[src/rtl/cfgl_pkg.sv]
package cfgl_pkg;
  typedef enum logic [1:0] {
    SEQ_IDLE,
    SEQ_PULSE,
    SEQ_WAIT_INIT,
    SEQ_STREAM
  } seq_state_t;
endpackage

[src/rtl/cfgl_sync.sv]
module cfgl_sync #(
  parameter int W      = 2,
  parameter int STAGES = 2
) (
  input  logic         clk,
  input  logic         rst,
  input  logic [W-1:0] d,
  output logic [W-1:0] q
);
  logic [W-1:0] stage_q [STAGES];

  generate
    for (genvar s = 0; s < STAGES; s++) begin : g_stage
      if (s == 0) begin : g_first
        always_ff @(posedge clk) begin
          if (rst) stage_q[0] <= '0;
          else     stage_q[0] <= d;
        end
      end else begin : g_rest
        always_ff @(posedge clk) begin
          if (rst) stage_q[s] <= '0;
          else     stage_q[s] <= stage_q[s-1];
        end
      end
    end
  endgenerate

  assign q = stage_q[STAGES-1];
endmodule

[src/rtl/cfgl_fetch.sv]
module cfgl_fetch #(
  parameter int ADDR_W = 24,
  parameter int WORD_W = 16
) (
  input  logic              clk,
  input  logic              rst,
  input  logic              clear,
  input  logic [ADDR_W-1:0] base_addr,
  input  logic              en,
  input  logic              pop,
  output logic              rd_req,
  output logic [ADDR_W-1:0] rd_addr,
  input  logic              rd_valid,
  input  logic [WORD_W-1:0] rd_data,
  output logic              byte_avail,
  output logic [7:0]        byte_out
);
  localparam int BPW = WORD_W / 8;
  localparam int LW  = $clog2(BPW + 1);
  localparam logic [LW-1:0] FULL = LW'(BPW);

  logic [WORD_W-1:0] cur_w, cur_w_n, nxt_w, nxt_w_n;
  logic [LW-1:0]     cur_left, cur_left_n;
  logic              nxt_v, nxt_v_n;
  logic              outst, outst_n, issue;
  logic [ADDR_W-1:0] next_addr, addr_q;
  logic              req_q;

  assign byte_avail = (cur_left != '0);
  assign byte_out   = cur_w[WORD_W-1 -: 8];
  assign rd_req     = req_q;
  assign rd_addr    = addr_q;

  always_comb begin
    cur_w_n    = cur_w;
    cur_left_n = cur_left;
    nxt_w_n    = nxt_w;
    nxt_v_n    = nxt_v;
    if (pop) begin
      cur_w_n    = cur_w << 8;
      cur_left_n = cur_left - LW'(1);
    end
    if (cur_left_n == '0 && nxt_v_n) begin
      cur_w_n    = nxt_w;
      cur_left_n = FULL;
      nxt_v_n    = 1'b0;
    end
    if (rd_valid) begin
      if (cur_left_n == '0) begin
        cur_w_n    = rd_data;
        cur_left_n = FULL;
      end else begin
        nxt_w_n = rd_data;
        nxt_v_n = 1'b1;
      end
    end
    outst_n = outst & ~rd_valid;
    issue   = en && !outst_n && !nxt_v_n;
  end

  always_ff @(posedge clk) begin
    if (rst) begin
      cur_w     <= '0;
      cur_left  <= '0;
      nxt_w     <= '0;
      nxt_v     <= 1'b0;
      outst     <= 1'b0;
      req_q     <= 1'b0;
      addr_q    <= '0;
      next_addr <= '0;
    end else if (clear) begin
      cur_left  <= '0;
      nxt_v     <= 1'b0;
      outst     <= 1'b0;
      req_q     <= 1'b0;
      next_addr <= base_addr;
    end else begin
      cur_w    <= cur_w_n;
      cur_left <= cur_left_n;
      nxt_w    <= nxt_w_n;
      nxt_v    <= nxt_v_n;
      outst    <= outst_n | issue;
      req_q    <= issue;
      if (issue) begin
        addr_q    <= next_addr;
        next_addr <= next_addr + ADDR_W'(1);
      end
    end
  end

  // at most one read in flight, so requests never come back to back
  p_single_read_r4: assert property (@(posedge clk) disable iff (rst)
    rd_req |=> !rd_req);

  // a returning word always finds a free slot
  p_no_overrun_r5: assert property (@(posedge clk) disable iff (rst)
    rd_valid |-> !(nxt_v && cur_left != '0));

  // the sequencer only consumes bytes that are present
  p_pop_avail_r7: assert property (@(posedge clk) disable iff (rst)
    pop |-> byte_avail);
endmodule

[src/rtl/cfg_loader.sv]
module cfg_loader
  import cfgl_pkg::*;
#(
  parameter int ADDR_W      = 24,
  parameter int WORD_W      = 16,
  parameter int CNT_W       = 16,
  parameter int HALF_DIV    = 2,
  parameter int PROG_CYC    = 4,
  parameter int SYNC_STAGES = 2
) (
  input  logic              clk,
  input  logic              rst,
  input  logic              reconf_stb,
  input  logic [ADDR_W-1:0] start_addr,
  input  logic [CNT_W-1:0]  byte_limit,
  output logic              prog_n,
  input  logic              tgt_init,
  input  logic              tgt_done,
  output logic              rd_req,
  output logic [ADDR_W-1:0] rd_addr,
  input  logic              rd_valid,
  input  logic [WORD_W-1:0] rd_data,
  output logic              cclk,
  output logic [7:0]        cfg_data,
  output logic              busy,
  output logic              load_ok,
  output logic              load_err
);
  localparam int PH_N = 2 * HALF_DIV;
  localparam int PH_W = (PH_N > 1) ? $clog2(PH_N) : 1;
  localparam int PC_W = (PROG_CYC > 1) ? $clog2(PROG_CYC) : 1;
  localparam logic [PH_W-1:0] PH_RISE = PH_W'(HALF_DIV - 1);
  localparam logic [PH_W-1:0] PH_LAST = PH_W'(PH_N - 1);
  localparam logic [PC_W-1:0] PC_END  = PC_W'(PROG_CYC - 1);

  seq_state_t        state;
  logic [PC_W-1:0]   pcnt;
  logic [PH_W-1:0]   ph;
  logic              armed;
  logic [CNT_W-1:0]  sent_cnt;
  logic              prog_q, cclk_q, ok_q, err_q;
  logic [7:0]        data_q;
  logic [1:0]        sync_q;
  logic              init_s, done_s;
  logic              accept, fetch_en, pop_c, byte_avail;
  logic [7:0]        byte_out;

  cfgl_sync #(.W(2), .STAGES(SYNC_STAGES)) u_sync (
    .clk (clk),
    .rst (rst),
    .d   ({tgt_init, tgt_done}),
    .q   (sync_q)
  );
  assign init_s = sync_q[1];
  assign done_s = sync_q[0];

  assign accept   = (state == SEQ_IDLE) && reconf_stb;
  assign fetch_en = (state == SEQ_STREAM);
  assign pop_c    = (state == SEQ_STREAM) && !done_s && byte_avail &&
                    (!armed || ph == PH_LAST);

  cfgl_fetch #(.ADDR_W(ADDR_W), .WORD_W(WORD_W)) u_fetch (
    .clk        (clk),
    .rst        (rst),
    .clear      (accept),
    .base_addr  (start_addr),
    .en         (fetch_en),
    .pop        (pop_c),
    .rd_req     (rd_req),
    .rd_addr    (rd_addr),
    .rd_valid   (rd_valid),
    .rd_data    (rd_data),
    .byte_avail (byte_avail),
    .byte_out   (byte_out)
  );

  always_ff @(posedge clk) begin
    if (rst) begin
      state    <= SEQ_IDLE;
      pcnt     <= '0;
      ph       <= '0;
      armed    <= 1'b0;
      sent_cnt <= '0;
      prog_q   <= 1'b1;
      cclk_q   <= 1'b0;
      data_q   <= '0;
      ok_q     <= 1'b0;
      err_q    <= 1'b0;
    end else begin
      case (state)
        SEQ_IDLE: begin
          if (reconf_stb) begin
            state    <= SEQ_PULSE;
            prog_q   <= 1'b0;
            pcnt     <= '0;
            ok_q     <= 1'b0;
            err_q    <= 1'b0;
            sent_cnt <= '0;
            armed    <= 1'b0;
            ph       <= '0;
          end
        end
        SEQ_PULSE: begin
          if (pcnt == PC_END) begin
            prog_q <= 1'b1;
            state  <= SEQ_WAIT_INIT;
          end else begin
            pcnt <= pcnt + PC_W'(1);
          end
        end
        SEQ_WAIT_INIT: begin
          if (init_s) state <= SEQ_STREAM;
        end
        SEQ_STREAM: begin
          if (done_s) begin
            state  <= SEQ_IDLE;
            cclk_q <= 1'b0;
            armed  <= 1'b0;
            ok_q   <= 1'b1;
          end else if (!armed) begin
            if (pop_c) begin
              data_q <= byte_out;
              armed  <= 1'b1;
              ph     <= '0;
            end
          end else if (ph == PH_RISE) begin
            if (sent_cnt == byte_limit) begin
              state <= SEQ_IDLE;
              armed <= 1'b0;
              err_q <= 1'b1;
            end else begin
              cclk_q   <= 1'b1;
              sent_cnt <= sent_cnt + CNT_W'(1);
              ph       <= ph + PH_W'(1);
            end
          end else if (ph == PH_LAST) begin
            cclk_q <= 1'b0;
            ph     <= '0;
            if (pop_c) data_q <= byte_out;
            else       armed  <= 1'b0;
          end else begin
            ph <= ph + PH_W'(1);
          end
        end
        default: state <= SEQ_IDLE;
      endcase
    end
  end

  assign prog_n   = prog_q;
  assign cclk     = cclk_q;
  assign cfg_data = data_q;
  assign busy     = (state != SEQ_IDLE);
  assign load_ok  = ok_q;
  assign load_err = err_q;

  // program request released before waiting on INIT or streaming
  p_prog_released_r2: assert property (@(posedge clk) disable iff (rst)
    (state == SEQ_WAIT_INIT || state == SEQ_STREAM) |-> prog_n);

  // reads only follow a cycle spent streaming after INIT
  p_read_after_init_r3: assert property (@(posedge clk) disable iff (rst)
    rd_req |-> ($past(state) == SEQ_STREAM));

  // data held across the whole high phase
  p_data_hold_r6: assert property (@(posedge clk) disable iff (rst)
    (cclk && $past(cclk)) |-> $stable(cfg_data));

  // data was already present the cycle before a rising edge
  p_data_setup_r6: assert property (@(posedge clk) disable iff (rst)
    $rose(cclk) |-> $stable(cfg_data));

  // rising edges never exceed the budget
  p_limit_r9: assert property (@(posedge clk) disable iff (rst)
    $rose(cclk) |-> (sent_cnt != '0 && sent_cnt <= byte_limit));

  // outcome flags exclusive, clock parked low when idle
  p_flags_excl_r8: assert property (@(posedge clk) disable iff (rst)
    !(load_ok && load_err));
  p_idle_clk_low_r8: assert property (@(posedge clk) disable iff (rst)
    !busy |-> !cclk);
endmodule

[config.mk]
export PLATFORM = sky130hd
export DESIGN_NAME = cfg_loader
export DESIGN_NICKNAME = d
export VERILOG_FILES = /design/src/rtl/cfgl_pkg.sv /design/src/rtl/cfgl_sync.sv /design/src/rtl/cfgl_fetch.sv /design/src/rtl/cfg_loader.sv
export SDC_FILE = /design/constraint.sdc
export NUM_CORES = 1
export LEC_CHECK = 0
export ABC_AREA = 1
export BUFFER_PORTS_ARGS = -buffer_cell sky130_fd_sc_hd__buf_2
export CAP_MARGIN = 20
export CORE_ASPECT_RATIO = 0.9
export CORE_UTILIZATION = 45
export CTS_BUF_LIST = sky130_fd_sc_hd__clkbuf_16
export DETAILED_ROUTE_END_ITERATION = 7
export PLACE_DENSITY_LB_ADDON = 0.15
export SKIP_LAST_GASP = 1
export SYNTH_ARGS = -nofsm -noshare
export SYNTH_HDL_FRONTEND = slang
export SYNTH_HIERARCHICAL = 1
export SYNTH_SLANG_ARGS = --single-unit
export TNS_END_PERCENT = 20
[constraint.sdc]
create_clock -name clk -period 2.44 [get_ports clk]
set_clock_uncertainty 0.1 [all_clocks]
set_input_delay 0.732 -clock clk [delete_from_list [all_inputs] [get_ports clk]]
set_output_delay 0.732 -clock clk [all_outputs]
set_load 0.01 [all_outputs]
======== Word-level counts from Yosys, hierarchy flattened ========
Memory sizes are Yosys's and may differ from the RTL's.
Index checks and enable logic that the tools add are counted.
operators by class
  add/subtract/negate cells ............... 5
  multiplexer cells ....................... 68
  equal/unequal tests ..................... 25
  shift-type cells ........................ 0
  $lt $le $gt $ge ......................... 0
  divide/modulo/power cells ............... 0
  multipliers ............................. 0
  reduce and logical (&&, ||, !) cells .... 35
  bitwise operators ....................... 8
operator list
  kind                                                                   count
  16-bit two-way mux                                                     9
  24-bit two-way mux                                                     2
  2-bit two-way mux                                                      21
  8-bit two-way mux                                                      4
  16-bit case mux with 2 select lines                                    1
  24-bit by 1-bit adder with 24-bit output, second input constant        1
  1-bit two-way mux                                                      24
  2-bit inequality test, second input constant                           11
  6-bit AND reduction                                                    3
  16-bit by 1-bit adder with 16-bit output, second input constant        1
  16-bit equality test                                                   1
  3-bit inequality test, second input constant                           5
  3-bit AND reduction                                                    4
  2-bit nonzero test                                                     6
  2-bit equality test, second input constant                             4
  1-bit case mux with 2 select lines                                     4
  2-bit case mux with 2 select lines                                     2
  2-bit case mux with 4 select lines                                     1
  4-bit AND reduction                                                    2
  1-bit logical AND                                                      7
  2-bit zero test                                                        3
  5-bit AND reduction                                                    1
  2-bit by 1-bit adder with 2-bit output, second input constant          2
  2-bit by 1-bit equality test with 1-bit output, second input constant  2
  11 further kinds                                                       20
storage, ports and cells
  latch bits .............................. 0
  ROM bits ................................ 0
  bits in writable memories ............... 4
  flip-flop bits (word level) ............. 120
  memories kept ........................... 1
memory list
  memory          words  width  read ports  clocked after Yosys merged registers in  wr ports  line             source
  u_sync.stage_q  2      2      2           0                                        2         cfgl_sync.sv:10  logic [W-1:0] stage_q [STAGES];

======== Longest topological paths before layout ========
  word-level depth ........................ 15
  depth in mapped cells ................... 17
  mapped depth without buffers ............ 15

======== By module ========
The synthesis kept the hierarchy.
by module, submodules not included
  module      instances  cells an instance  sequential area each (µm²)  area an instance (µm²)
  cfgl_fetch  1          680                1701.6                      4480.5
  cfg_loader  1          412                700.7                       2484.9
  cfgl_sync   1          12                 80.1                        110.1

======== Worst setup path before layout ========
No wires, ideal clock.
  kind .................................... reg-to-reg
  from .................................... register state[0]
  to ...................................... register u_fetch.cur_w[11]
  stages on the path, launching flop included .. 15
  setup slack ............................. -0.131 ns
  data arrival time ....................... 2.357 ns
  clock period less this slack ............ 2.571 ns
  path through ............................ dfxtp_1 -> ha_1 -> buf_4 -> inv_2 -> nor2_2 -> nand2_1 -> a21oi_1 -> buf_6 -> nand2_1 -> o21ai_2 -> nand4_1 -> clkbuf_1 -> or2_2 -> nand3_1 -> nand2_1
on the way
  longest elaborated chain between the ends .. 11
  elaborated cells between the ends (all ways) .. 15
  those cells by class .................... eq/ne: 1; mux: 6; reduce/logical: 8
ends and longest elaborated chain
  what                               line               source
  start: declaration                 cfg_loader.sv:36   seq_state_t state;
  start signal: assignment           cfg_loader.sv:79   state <= SEQ_IDLE;
  start signal: assignment           cfg_loader.sv:93   state <= SEQ_PULSE;
  start signal: assignment           cfg_loader.sv:106  state <= SEQ_WAIT_INIT;
  2-bit equality test *              --
  named net fetch_en                 cfg_loader.sv:45   logic accept, fetch_en, pop_c, byte_avail;
  1-bit logical AND * (3 in series)  cfg_loader.sv:59   assign pop_c = (state == SEQ_STREAM) && !done_s && byte_avail &&
  named net pop_c                    cfg_loader.sv:45
  2-bit two-way mux                  cfgl_fetch.sv:39   if (pop) begin
  2-bit zero test                    cfgl_fetch.sv:43   if (cur_left_n == '0 && nxt_v_n) begin
  1-bit logical AND                  cfgl_fetch.sv:43
  2-bit two-way mux                  cfgl_fetch.sv:43
  2-bit zero test                    cfgl_fetch.sv:49   if (cur_left_n == '0) begin
  16-bit two-way mux                 cfgl_fetch.sv:49
  16-bit two-way mux *               cfgl_fetch.sv:48   if (rd_valid) begin
  end signal: assignment             cfgl_fetch.sv:78   cur_w <= cur_w_n;
  end: declaration                   cfgl_fetch.sv:22   logic [WORD_W-1:0] cur_w, cur_w_n, nxt_w, nxt_w_n;
Mark *: on every way through the listed nets, which the timed path passes. The rest lies on a longest branch.
A chain may end at the register's enable or synchronous reset.

======== Worst setup path in the final report ========
  from .................................... register state[0]
  to ...................................... register u_fetch.next_addr[0]
on the way
  longest elaborated chain between the ends .. 14
  elaborated cells between the ends (all ways) .. 19
  those cells by class .................... eq/ne: 1; mux: 6; reduce/logical: 12
ends and longest elaborated chain
  what                                   line              source
  2-bit equality test *                  cfg_loader.sv:58  assign fetch_en = (state == SEQ_STREAM);
  named net fetch_en                     cfg_loader.sv:45
  1-bit logical AND * (3 in series)      cfg_loader.sv:59
  named net pop_c                        cfg_loader.sv:45
  2-bit two-way mux *                    cfgl_fetch.sv:39
  2-bit zero test                        cfgl_fetch.sv:43
  1-bit logical AND                      cfgl_fetch.sv:43
  2-bit two-way mux                      cfgl_fetch.sv:43
  2-bit zero test                        cfgl_fetch.sv:49
  1-bit two-way mux                      cfgl_fetch.sv:49
  1-bit two-way mux *                    cfgl_fetch.sv:48
  1-bit zero test *                      cfgl_fetch.sv:58  issue = en && !outst_n && !nxt_v_n;
  1-bit logical AND *                    cfgl_fetch.sv:58
  2-bit nonzero test (no source line) *  --
  end signal: assignment                 cfgl_fetch.sv:76  next_addr <= base_addr;
  end signal: assignment                 cfgl_fetch.sv:86  next_addr <= next_addr + ADDR_W'(1);
  end: declaration                       cfgl_fetch.sv:26  logic [ADDR_W-1:0] next_addr, addr_q;
Marks and branches as above.

==> run summary <==
Status: finished, final reports clean
Dpl hpwl: 13.4 mm
DRT Pass-1 Iters: 6
Post-route DRC: 0
DP Worst Slack: 0.00965 ns
Clk root buf: clkbuf_16
CTS H-tree depth: 4
Reg-to-reg slack, setup: 0.09 ns
Unique masters post-synth: 34
Tot GR Track Use: 0.242
Max rail drop VDD: 573 uV
Setup repair after global routing missed its margin: yes
CTS tree: yes
Sw frac: 0.363
Yosys warning total: 6
Die area: 16200 um2
Hold Path End: u_sync/stage_q[1][1]
Highest Signal Layer: met4
First-pass GRT wire length: 31.2 mm
HP Class: reg -> reg
Setup tns final: 0 ns
Hold Worst Slack: 0.303 ns
Placeable core area: 15400 um2
Routed met1 length: 9.41 mm
Worst Setup Start Kind: flip-flop
Worst Path Class, Setup: reg -> reg
Internal power: 4.53 mW
Post-Syn Area: 7080 um2
EDFF count, synth: 0
Largest net degree at the start of global routing: 61
Die X-Extent: 134 um
Area growth syn-to-layout: 20.7%
Initial Util: 0.460
Clock Power Share: 0.335
Chip Height: 121 um
Seq/Total Area, Yosys: 0.351
Routed Antenna Nets: 0
Synth Flop Type: dfxtp_1
Worst Path Max Fanout: 9
Slew headroom: 0.747
Pwr Total: 7.12 mW
Cell area after layout: 8540 um2
Arrival time at the worst endpoint: 2.54 ns
# diodes: 0
Clock sink count: 124
Number of DRC markers in iteration 0: 515
Leakage: 3.73 nW
Gpl congestion: 0.913
Layout cells sized above 1: 0.184
Vias in the first global route: 6431
Tmin final: 2.35 ns
Highest Clock Rate: 426 MHz
Port Buffers: 99
Start point of the worst hold path: u_sync/stage_q[0][1]
Worst-Skew Late Latency: 0.43 ns
Sw power: 2.58 mW
Fin. max-slew vios: 0
Syn_area_per_cell: 6.41 um2
# rows: 43
Hold_buf cts: 0
Part of the power in registers: 0.379
CP Capture Type: flip-flop
Combinational Power Share: 0.287
Layout Cells excl Fill: 1419
Total gr overflow: 0
Met2 WL post-DR: 8.82 mm
Synthesized net count: 1177
Number of cells after detailed placement: 1377
DRT Wirelength: 19.5 mm
Final Hold Fails: 0
FF-to-FF path depth: 15
Maxcap violations: 0
Fin worst setup slack: 0.0949 ns
Area after DPL: 7800 um2
Fin crit share: 0.961
Reg2reg end: u_fetch/next_addr[0]
Via/cell ratio: 5.14
Post-Synthesis Cells: 1104
Final setup violation count: 0
Worst R2R Start: state[0]
Actual slew at the worst max-slew pin: 0.379 ns
Pwr Density: 833 nW/um2
Io pins: 100
CP required: 2.64 ns
Initial antenna violation count: 0
Hold depth: 2
Routed vias: 7295
Final core occ: 0.555
Seq cells post-synth: 124
CTS Buffer Depth: 2
Met3 routed WL: 1.01 mm
Worst-path clk slew: 0.06 ns
CTS buffer count: 17
Asr flop ratio synth: 0
Fin nets: 1277
DR WL/cell: 13.7 um
[Yosys cell counts (2+ instances only)]
| master | count | area share |
|---|---|---|
| dfxtp_1 | 124 | 0.35 |
| o21ai_2 | 2 | 0.0025 |
| xor2_1 | 17 | 0.021 |
| inv_1 | 95 | 0.050 |
| nand2_2 | 5 | 0.0044 |
| nand3_1 | 81 | 0.057 |
| buf_4 | 12 | 0.013 |
| ha_1 | 11 | 0.019 |
| buf_6 | 4 | 0.0064 |
| nor3_1 | 5 | 0.0035 |
| buf_1 | 10 | 0.0053 |
| nand3_4 | 2 | 0.0050 |
| inv_2 | 10 | 0.0053 |
| nand2_1 | 326 | 0.17 |
| a21oi_1 | 24 | 0.017 |
| clkbuf_1 | 20 | 0.011 |
| a31oi_1 | 2 | 0.0018 |
| o21ai_0 | 35 | 0.025 |
| nor2_2 | 3 | 0.0027 |
| buf_2 | 10 | 0.0071 |
| nor2_1 | 184 | 0.098 |
| o211ai_1 | 14 | 0.015 |
| a21oi_2 | 9 | 0.011 |
| nand4_1 | 76 | 0.067 |
| or2_2 | 7 | 0.0062 |
| nor2_4 | 4 | 0.0064 |
| mux2i_1 | 5 | 0.0071 |
[placed cells by master (no fill, tap or decap), drive strengths merged]
cell | synthesis | final
a21boi | 1 | 1
nor2 | 191 | 192
dfxtp | 124 | 124
buf | 36 | 133
a211oi | 1 | 1
clkinvlp | 0 | 7
a21oi | 34 | 34
nand3 | 84 | 84
nand3b | 1 | 1
a31oi | 2 | 2
bufinv | 0 | 1
o21ai | 38 | 38
xor2 | 17 | 17
o211ai | 14 | 14
nor3 | 5 | 5
clkbuf | 20 | 18
clkinv | 1 | 8
mux2i | 5 | 5
nand4 | 76 | 76
ha | 11 | 11
inv | 105 | 107
nand2 | 331 | 331
or2 | 7 | 7
[timing repair]
action                                  in CTS  in global routing
endpoints found under the setup margin       2                 76
pin swaps                                    0                  6
gates resized for setup                      0                 15
cloned                                       0                  4
buffers inserted                             0                  6
[cell type report]
class                      instances  area (um2)
tap                              202         253
fill                            1555        6840
sequential                       124        2480
timing repair inverter             2        15.0
multi-input combinational        819        3960
timing repair buffer             134         875
clock inverter                    15         126
clock buffer                      17         425
inverter                         106         402
[registers in the layout, indices dropped and copies added, names as in the netlist, 2 cells and up]
signal,flops
u_fetch/next_addr,24
u_fetch/rd_addr,24
sent_cnt,16
u_fetch/cur_w,16
u_fetch/nxt_w,16
cfg_data,8
u_sync/stage_q,4
pcnt,2
ph,2
state,2
u_fetch/cur_left,2
[how the worst max path moves through the flow]
stage             start  slack [ns]              endpoint
2_1_floorplan  state[1]        0.03     u_fetch/cur_w[11]
3_3_place_gp   state[0]        0.08   u_fetch/rd_addr[14]
3_5_place_dp   state[0]        0.01   u_fetch/rd_addr[16]
4_1_cts        state[0]       -0.01    u_fetch/rd_addr[9]
5_1_grt        state[0]       -0.06  u_fetch/next_addr[1]
6_report       state[0]        0.09  u_fetch/next_addr[0]
[cells by family (layout without fill, tap and decap cells)]
| kind of cell | count (synthesis) | in the layout | share of synthesized area |
|---|---|---|---|
| and+or+nand+nor | 695 | 696 | 0.426 |
| buffers and inverters | 162 | 274 | 0.0983 |
| DFF | 124 | 124 | 0.351 |
| AOI/OAI and AO/OA | 90 | 90 | 0.0776 |
| xor gates and xnor gates | 17 | 17 | 0.0210 |
| adders and majority gates | 11 | 11 | 0.0195 |
| muxes | 5 | 5 | 0.00707 |
[critical path: stages (launching register included)]
cell and delay (ns):
dfxtp_2 0.36, ha_2 0.19, inv_2 0.05, nor2_4 0.11, nand2_2 0.09, a21oi_4 0.23
inv_1 0.09, nand2_1 0.09, nand2_2 0.10, nand2_1 0.11, nand3_1 0.13, nand3_4 0.18
buf_8 0.16, nand2_1 0.09, nand2_1 0.08, a21oi_1 0.05
[routing by layer]
| metal | global-route usage | vias to the layer above |
|---|---|---|
| met1 | 0.330 | 3317 |
| li1 | - | 3769 |
| met5 | 0 | - |
| met3 | 0.0451 | 24 |
| met2 | 0.389 | 185 |
| met4 | 0.0737 | 0 |
[power by group through the flow]
stage / Combinational [mW] / Sequential [mW] / Clock, mW
floorplan: 1.42 / 2.65 / 0
global placement: 1.89 / 2.73 / 0
detailed placement: 1.91 / 2.73 / 0
CTS: 1.91 / 2.68 / 2.42
global route: 2.30 / 2.74 / 2.51
finish: 2.04 / 2.69 / 2.38
No activity file was read; power rests on OpenSTA's default activity.
